==> src/rtl/mdio_pkg.sv <==
package mdio_pkg;

    // Controller states
    typedef enum logic [2:0] {
        ST_IDLE     = 3'd0,
        ST_PREAMBLE = 3'd1,
        ST_HEADER   = 3'd2,
        ST_TURN     = 3'd3,
        ST_DATA     = 3'd4
    } mdio_state_t;

    // Width of a counter able to hold values 0..n-1 (at least 1 bit)
    function automatic int cnt_width(input int n);
        return (n > 1) ? $clog2(n) : 1;
    endfunction

endpackage

==> src/rtl/mdio_clkgen.sv <==
module mdio_clkgen #(
    parameter int HALF_DIV = 2
) (
    input  logic clk,
    input  logic rst_n,
    input  logic run,
    output logic mdc,
    output logic rise_now,
    output logic fall_now
);
    localparam int DIV_W = mdio_pkg::cnt_width(HALF_DIV);

    logic tick;
    logic mdc_q;

    generate
        if (HALF_DIV == 1) begin : g_nodiv
            assign tick = run;
            always_ff @(posedge clk or negedge rst_n) begin
                if (!rst_n) begin
                    mdc_q <= 1'b0;
                end else if (!run) begin
                    mdc_q <= 1'b0;
                end else begin
                    mdc_q <= ~mdc_q;
                end
            end
        end else begin : g_div
            logic [DIV_W-1:0] div_cnt;
            assign tick = run && (div_cnt == DIV_W'(HALF_DIV - 1));
            always_ff @(posedge clk or negedge rst_n) begin
                if (!rst_n) begin
                    div_cnt <= '0;
                    mdc_q   <= 1'b0;
                end else if (!run) begin
                    div_cnt <= '0;
                    mdc_q   <= 1'b0;
                end else if (tick) begin
                    div_cnt <= '0;
                    mdc_q   <= ~mdc_q;
                end else begin
                    div_cnt <= div_cnt + 1'b1;
                end
            end
        end
    endgenerate

    // Strobes are high in the cycle before the edge that moves mdc
    assign rise_now = tick && !mdc_q;
    assign fall_now = tick &&  mdc_q;
    assign mdc      = mdc_q;

endmodule

==> src/rtl/mdio_tx_shift.sv <==
module mdio_tx_shift #(
    parameter int CTRL_W = 16,
    parameter int DATA_W = 16
) (
    input  logic              clk,
    input  logic              rst_n,
    input  logic              load,
    input  logic              shift,
    input  logic [CTRL_W-1:0] ctrl_in,
    input  logic [DATA_W-1:0] data_in,
    output logic              bit_now,
    output logic              bit_next
);
    localparam int W = CTRL_W + DATA_W;

    logic [W-1:0] sh;

    always_ff @(posedge clk or negedge rst_n) begin
        if (!rst_n) begin
            sh <= '0;
        end else if (load) begin
            sh <= {ctrl_in, data_in};
        end else if (shift) begin
            sh <= {sh[W-2:0], 1'b0};
        end
    end

    assign bit_now  = sh[W-1];
    assign bit_next = sh[W-2];

endmodule

==> src/rtl/mdio_rx_capture.sv <==
module mdio_rx_capture #(
    parameter int DATA_W = 16
) (
    input  logic              clk,
    input  logic              rst_n,
    input  logic              clear,
    input  logic              sample,
    input  logic              line_in,
    output logic [DATA_W-1:0] word
);
    always_ff @(posedge clk or negedge rst_n) begin
        if (!rst_n) begin
            word <= '0;
        end else if (clear) begin
            word <= '0;
        end else if (sample) begin
            word <= {word[DATA_W-2:0], line_in};
        end
    end

endmodule

==> src/rtl/mdio_master.sv <==
module mdio_master #(
    parameter int HALF_DIV = 2,
    parameter int PRE_LEN  = 32,
    parameter int CTRL_W   = 16,
    parameter int TA_W     = 2,
    parameter int DATA_W   = 16
) (
    input  logic              clk,
    input  logic              rst_n,
    input  logic              req_valid,
    input  logic              req_write,
    input  logic [CTRL_W-1:0] req_ctrl,
    input  logic [DATA_W-1:0] req_wdata,
    output logic              busy,
    output logic              done,
    output logic [DATA_W-1:0] rd_data,
    output logic              mdc,
    output logic              mdio_o,
    output logic              mdio_oe,
    input  logic              mdio_i
);
    import mdio_pkg::*;

    localparam int HDR_LEN = CTRL_W - TA_W;
    localparam int MAX_PH  = (PRE_LEN > DATA_W) ? PRE_LEN : DATA_W;
    localparam int CNT_W   = cnt_width(MAX_PH);

    mdio_state_t      state, state_nxt;
    logic [CNT_W-1:0] bit_cnt;
    logic             is_write;
    logic             phase_last;
    logic             accept;
    logic             rise_now, fall_now;
    logic             tx_now, tx_next, tx_shift;
    logic             rx_sample;

    assign busy   = (state != ST_IDLE);
    assign accept = (state == ST_IDLE) && req_valid;

    mdio_clkgen #(.HALF_DIV(HALF_DIV)) u_clk (
        .clk      (clk),
        .rst_n    (rst_n),
        .run      (busy),
        .mdc      (mdc),
        .rise_now (rise_now),
        .fall_now (fall_now)
    );

    assign tx_shift = fall_now &&
                      (state == ST_HEADER || state == ST_TURN || state == ST_DATA);

    mdio_tx_shift #(.CTRL_W(CTRL_W), .DATA_W(DATA_W)) u_tx (
        .clk      (clk),
        .rst_n    (rst_n),
        .load     (accept),
        .shift    (tx_shift),
        .ctrl_in  (req_ctrl),
        .data_in  (req_wdata),
        .bit_now  (tx_now),
        .bit_next (tx_next)
    );

    assign rx_sample = rise_now && (state == ST_DATA) && !is_write;

    mdio_rx_capture #(.DATA_W(DATA_W)) u_rx (
        .clk     (clk),
        .rst_n   (rst_n),
        .clear   (accept),
        .sample  (rx_sample),
        .line_in (mdio_i),
        .word    (rd_data)
    );

    // Last bit of the current phase
    always_comb begin
        phase_last = 1'b0;
        unique case (state)
            ST_IDLE:     phase_last = 1'b0;
            ST_PREAMBLE: phase_last = (bit_cnt == CNT_W'(PRE_LEN - 1));
            ST_HEADER:   phase_last = (bit_cnt == CNT_W'(HDR_LEN - 1));
            ST_TURN:     phase_last = (bit_cnt == CNT_W'(TA_W - 1));
            ST_DATA:     phase_last = (bit_cnt == CNT_W'(DATA_W - 1));
            default:     phase_last = 1'b0;
        endcase
    end

    // Next-state logic: phases advance on the falling-edge strobe
    always_comb begin
        state_nxt = state;
        unique case (state)
            ST_IDLE:     if (req_valid)              state_nxt = ST_PREAMBLE;
            ST_PREAMBLE: if (fall_now && phase_last) state_nxt = ST_HEADER;
            ST_HEADER:   if (fall_now && phase_last) state_nxt = ST_TURN;
            ST_TURN:     if (fall_now && phase_last) state_nxt = ST_DATA;
            ST_DATA:     if (fall_now && phase_last) state_nxt = ST_IDLE;
            default:                                 state_nxt = ST_IDLE;
        endcase
    end

    // State register with bit counter and direction flag
    always_ff @(posedge clk or negedge rst_n) begin
        if (!rst_n) begin
            state    <= ST_IDLE;
            bit_cnt  <= '0;
            is_write <= 1'b0;
        end else begin
            state <= state_nxt;
            if (accept) begin
                bit_cnt  <= '0;
                is_write <= req_write;
            end else if (fall_now) begin
                bit_cnt <= phase_last ? '0 : bit_cnt + 1'b1;
            end
        end
    end

    // Output register: line value, enable and completion pulse
    always_ff @(posedge clk or negedge rst_n) begin
        if (!rst_n) begin
            mdio_o  <= 1'b1;
            mdio_oe <= 1'b0;
            done    <= 1'b0;
        end else begin
            done <= (state == ST_DATA) && fall_now && phase_last;
            if (accept) begin
                mdio_o  <= 1'b1;
                mdio_oe <= 1'b1;
            end else if (fall_now) begin
                unique case (state)
                    ST_IDLE: begin
                        mdio_o <= 1'b1;
                    end
                    ST_PREAMBLE: begin
                        mdio_o <= phase_last ? tx_now : 1'b1;
                    end
                    ST_HEADER: begin
                        mdio_o <= tx_next;
                        if (phase_last && !is_write) begin
                            mdio_oe <= 1'b0;
                        end
                    end
                    ST_TURN: begin
                        mdio_o <= tx_next;
                    end
                    ST_DATA: begin
                        if (phase_last) begin
                            mdio_o  <= 1'b1;
                            mdio_oe <= 1'b0;
                        end else begin
                            mdio_o <= tx_next;
                        end
                    end
                    default: begin
                        mdio_o <= 1'b1;
                    end
                endcase
            end
        end
    end

endmodule

==> config.mk <==
export PLATFORM = sky130hd
export DESIGN_NAME = mdio_master
export DESIGN_NICKNAME = d
export VERILOG_FILES = /design/src/rtl/mdio_pkg.sv /design/src/rtl/mdio_clkgen.sv /design/src/rtl/mdio_tx_shift.sv /design/src/rtl/mdio_rx_capture.sv /design/src/rtl/mdio_master.sv
export SDC_FILE = /design/constraint.sdc
export NUM_CORES = 1
export LEC_CHECK = 0
export CORE_MARGIN = 2
export CORE_UTILIZATION = 40
export DETAILED_ROUTE_END_ITERATION = 10
export DONT_BUFFER_PORTS = 1
export MAX_ROUTING_LAYER = met4
export SYNTH_ARGS = -nofsm -noshare
export SYNTH_HDL_FRONTEND = slang
export SYNTH_SLANG_ARGS = --single-unit
==> constraint.sdc <==
create_clock -name clk -period 4.8 [get_ports clk]
set_input_delay 0.96 -clock clk [delete_from_list [all_inputs] [get_ports clk]]
set_output_delay 0.96 -clock clk [all_outputs]
set_load 0.005 [all_outputs]
==> flow_metrics.env <==
export IMPL_result_of_the_run="finished clean"
export IMPL_worst_clock_skew_ps=8.31
export IMPL_antenna_found_initial=0
export IMPL_mostFrequentLayoutCells="95 x sky130_fd_sc_hd__nand2_1, 61 x sky130_fd_sc_hd__dfrtp_1, 47 x sky130_fd_sc_hd__nor2_1"
export IMPL_gr_usage_all_layers=0.174
export IMPL_totalWireLength_mm=6.08
export IMPL_initialDrtViolationCount=152
export IMPL_dominant_combinational_cell_family_by_area_after_synthesis="simple AND/OR/NAND/NOR gates"
export IMPL_drt_vias_per_instance=5.34
export IMPL_grt_first_pass_wirelength_mm=10.3
export IMPL_dp_hpwl_mm=3.90
export IMPL_seq_total_area_yosys=0.536
export IMPL_antenna_cells=0
export IMPL_synth_nets=368
export IMPL_cp_data_required_time_ps=3840
export IMPL_syn2layout_area_growth_pct=9.97
export IMPL_class_of_the_tightest_hold_or_removal_check="in -> async"
export IMPL_cts_repair_resized=0
export IMPL_drive_above_1_share=0.0703
export IMPL_dp_slack_ps=2560
export IMPL_slew_limit_headroom=0.601
export IMPL_floorplan_io_pins=58
export IMPL_cts_path_max_buffers=2
export IMPL_pin_count_of_the_biggest_net_entering_global_routing=64
export IMPL_post_route_clock_period_utilization=0.534
export IMPL_ys_types=38
export IMPL_initial_utilization=0.406
export IMPL_tns_ps=0
export IMPL_period_needed_ps=2560
export IMPL_max_cap_violations=0
export IMPL_synthSimpleGateAreaFrac=0.227
export IMPL_critPathLaunchType="flop"
export IMPL_timing_reg2reg_worst_path_depth=5
export IMPL_critPathArrivalTime_ps=1600
export IMPL_synth_cell_area_mm2=0.00290
export IMPL_critical_path_endpoint_type="output pin"
export IMPL_yosysWarnings=0
export IMPL_gpl_final_weighted_congestion=0.859
export IMPL_cts_num_sinks=62
export IMPL_synthFlopType="sky130_fd_sc_hd__dfrtp_1"
export IMPL_drc_errors=0
export IMPL_synthCells=330
export IMPL_synth_area_mux_share=0.0315
export IMPL_net_switching_power_uw=201
export IMPL_cts_post_setup_buffers_inserted=0
export IMPL_tritoncts_buffers=9
export IMPL_clock_root_buffer="sky130_fd_sc_hd__clkbuf_8"
export IMPL_number_of_detailed_routing_iterations_run_before_antenna_repair=4
export IMPL_fillers=753
export IMPL_path_class="reg -> out"
export IMPL_setup_repair_after_global_routing_missed_its_margin="no"
export IMPL_die_w_um=89.1
export IMPL_finalHoldViolations=0
export IMPL_cts_htree_levels=3
export IMPL_synth_seq_cells=62
export IMPL_power_frac_seq=0.489
export IMPL_achievable_frequency_mhz=390
export IMPL_path_clk_slew_ps=70
export IMPL_tritoncts_clock_tree="done"
export IMPL_intPower_uw=868
export IMPL_max_slew_worst_pin_slew_ps=594
export IMPL_route_antenna_remaining_nets=0
export IMPL_critPathMaxFanout=11
export IMPL_synthArstFlopShare=1.00
export IMPL_number_of_flops_mapped_to_enable_cells_by_yosys=0
export IMPL_layout_cells_most_common="sky130_fd_sc_hd__nand2_1"
export IMPL_power_clock_fraction=0.510
export IMPL_synth_area_per_cell_um2=8.78
export IMPL_core_region_area_mm2=0.00714
export IMPL_final_setup_worst_slack_ps=2240
export IMPL_power_dens_cells_mw_per_mm2=335
export IMPL_p_comb_frac=0.001
export IMPL_die_outline_height_um=89.1
export IMPL_avgRoutedWirePerCell_um=14.3
export IMPL_nets=360
export IMPL_synth_compound_gate_area_share=0.145
export IMPL_synthAdderAreaFrac=0.00432
export IMPL_first_global_vias=2191
export IMPL_grt_overflow_total=0
export IMPL_yosys_area_share_xor_xnor=0.0121
export IMPL_sw_frac_of_total=0.188
export IMPL_timing_final_max_slew_violations=0
export IMPL_postLayoutCoreUtil=0.447
export IMPL_site_rows=31
export IMPL_portBuffers=0
export IMPL_max_vdd_ir_drop_v=0.000216
export IMPL_ctsHoldBuffers=0
export IMPL_route_vias_total=2273
export IMPL_clk_insertion_delay_late_ps=340
export IMPL_overall_die_area_mm2=0.00794
export IMPL_p_leak_nw=1.25
export IMPL_finalSetupViolCount=0
-- Yosys cell counts, types with 2 or more instances --
master / count / area share
sky130_fd_sc_hd__a32o_1: 2 / 0.0069
sky130_fd_sc_hd__nand4_1: 2 / 0.0043
sky130_fd_sc_hd__a31oi_1: 35 / 0.076
sky130_fd_sc_hd__a21oi_1: 6 / 0.010
sky130_fd_sc_hd__buf_2: 6 / 0.010
sky130_fd_sc_hd__buf_6: 2 / 0.0078
sky130_fd_sc_hd__clkbuf_1: 14 / 0.018
sky130_fd_sc_hd__dfrtp_1: 61 / 0.53
sky130_fd_sc_hd__nand3_1: 4 / 0.0069
sky130_fd_sc_hd__inv_1: 5 / 0.0065
sky130_fd_sc_hd__nor4b_1: 2 / 0.0060
sky130_fd_sc_hd__nor3_1: 4 / 0.0069
sky130_fd_sc_hd__o21ai_0: 13 / 0.022
sky130_fd_sc_hd__nor2_1: 47 / 0.061
sky130_fd_sc_hd__xnor2_1: 3 / 0.0091
sky130_fd_sc_hd__mux2i_1: 8 / 0.028
sky130_fd_sc_hd__nand2_1: 95 / 0.12
-- logic make-up (layout without fill, tap and decap cells) --
logic type / count (synthesis) / count (layout)
adders and majority gates: 1 / 1
xor gates and xnor gates: 4 / 4
and+or+nand+nor: 161 / 161
DFF: 62 / 62
AOI/OAI and AO/OA: 65 / 65
muxes: 9 / 9
buffers and inverters: 28 / 25
-- through the flow --
| stage | total power, mW | hold WS, ps | instances | cell area [um^2] |
|---|---|---|---|---|
| after CTS | 1.08 | 289 | 426 | 3190 |
| after global placement | 0.533 | 498 | 410 | 2960 |
| final | 1.07 | 308 | 426 | 3190 |
| after global routing | 1.10 | 289 | 426 | 3190 |
| after floorplan | 0.533 | 469 | 330 | 2900 |
| after detailed placement | 0.533 | 503 | 410 | 2960 |
-- path summary, 6_finish.rpt --
check	slack, ps	endpoint	start
max in group asynchronous	4290	mdio_o$_DFFE_PN1N_	rst_n
hold reg to reg	520	u_clk.g_div.div_cnt$_DFF_PN0_	u_clk.g_div.div_cnt$_DFF_PN0_
setup reg to reg	2530	state[1]$_DFFE_PN0P_	state[2]$_DFFE_PN0P_
min in group clk	520	u_clk.g_div.div_cnt$_DFF_PN0_	u_clk.g_div.div_cnt$_DFF_PN0_
setup / recovery	2240	busy	state[0]$_DFFE_PN0P_
hold / removal	310	u_rx.word[13]$_DFFE_PN0P_	rst_n
-- worst max-delay path, cell delays in order (launching register included) --
cell and delay [ps]:
sky130_fd_sc_hd__dfrtp_1 520, sky130_fd_sc_hd__nor3_1 570, sky130_fd_sc_hd__inv_1 170
-- per-layer routing --
layer | global-route usage | up-vias | part of all wire
met5 | - | - | 0
met4 | 0.0828 | 0 | 0.022
met3 | 0.0452 | 15 | 0.066
li1 | - | 1103 | -
met2 | 0.267 | 75 | 0.46
met1 | 0.216 | 1080 | 0.45
-- power groups by stage --
stage	clock [mW]	sequential, mW	combinational [mW]
floorplan	0	0.532	0.000630
global placement	0	0.532	0.000798
detailed placement	0	0.532	0.000842
CTS	0.560	0.522	0.000842
global route	0.580	0.522	0.000911
finish	0.545	0.522	0.000827
-- state kept, by name, summed over array words and instances, names as in the netlist --
name and cells:
u_clk.mdc 1, u_rx.word 16, u_clk.g_div.div_cnt 1, mdio_o 1
bit_cnt 5, is_write 1, state 3, u_tx.sh 32
mdio_oe 1, done 1
-- final cells by class --
type | instances | area, um^2 | share of cell area
Clock buffer | 12 | 135 | 0.0424
Multi-Input combinational cell | 240 | 1230 | 0.386
Timing Repair Buffer | 4 | 30.0 | 0.00942
Inverter | 5 | 18.8 | 0.00589
Clock inverter | 4 | 95.1 | 0.0298
Sequential cell | 62 | 1550 | 0.487
Tap cell | 99 | 124 | 0.0389
Power figures use the tool's default switching activity.
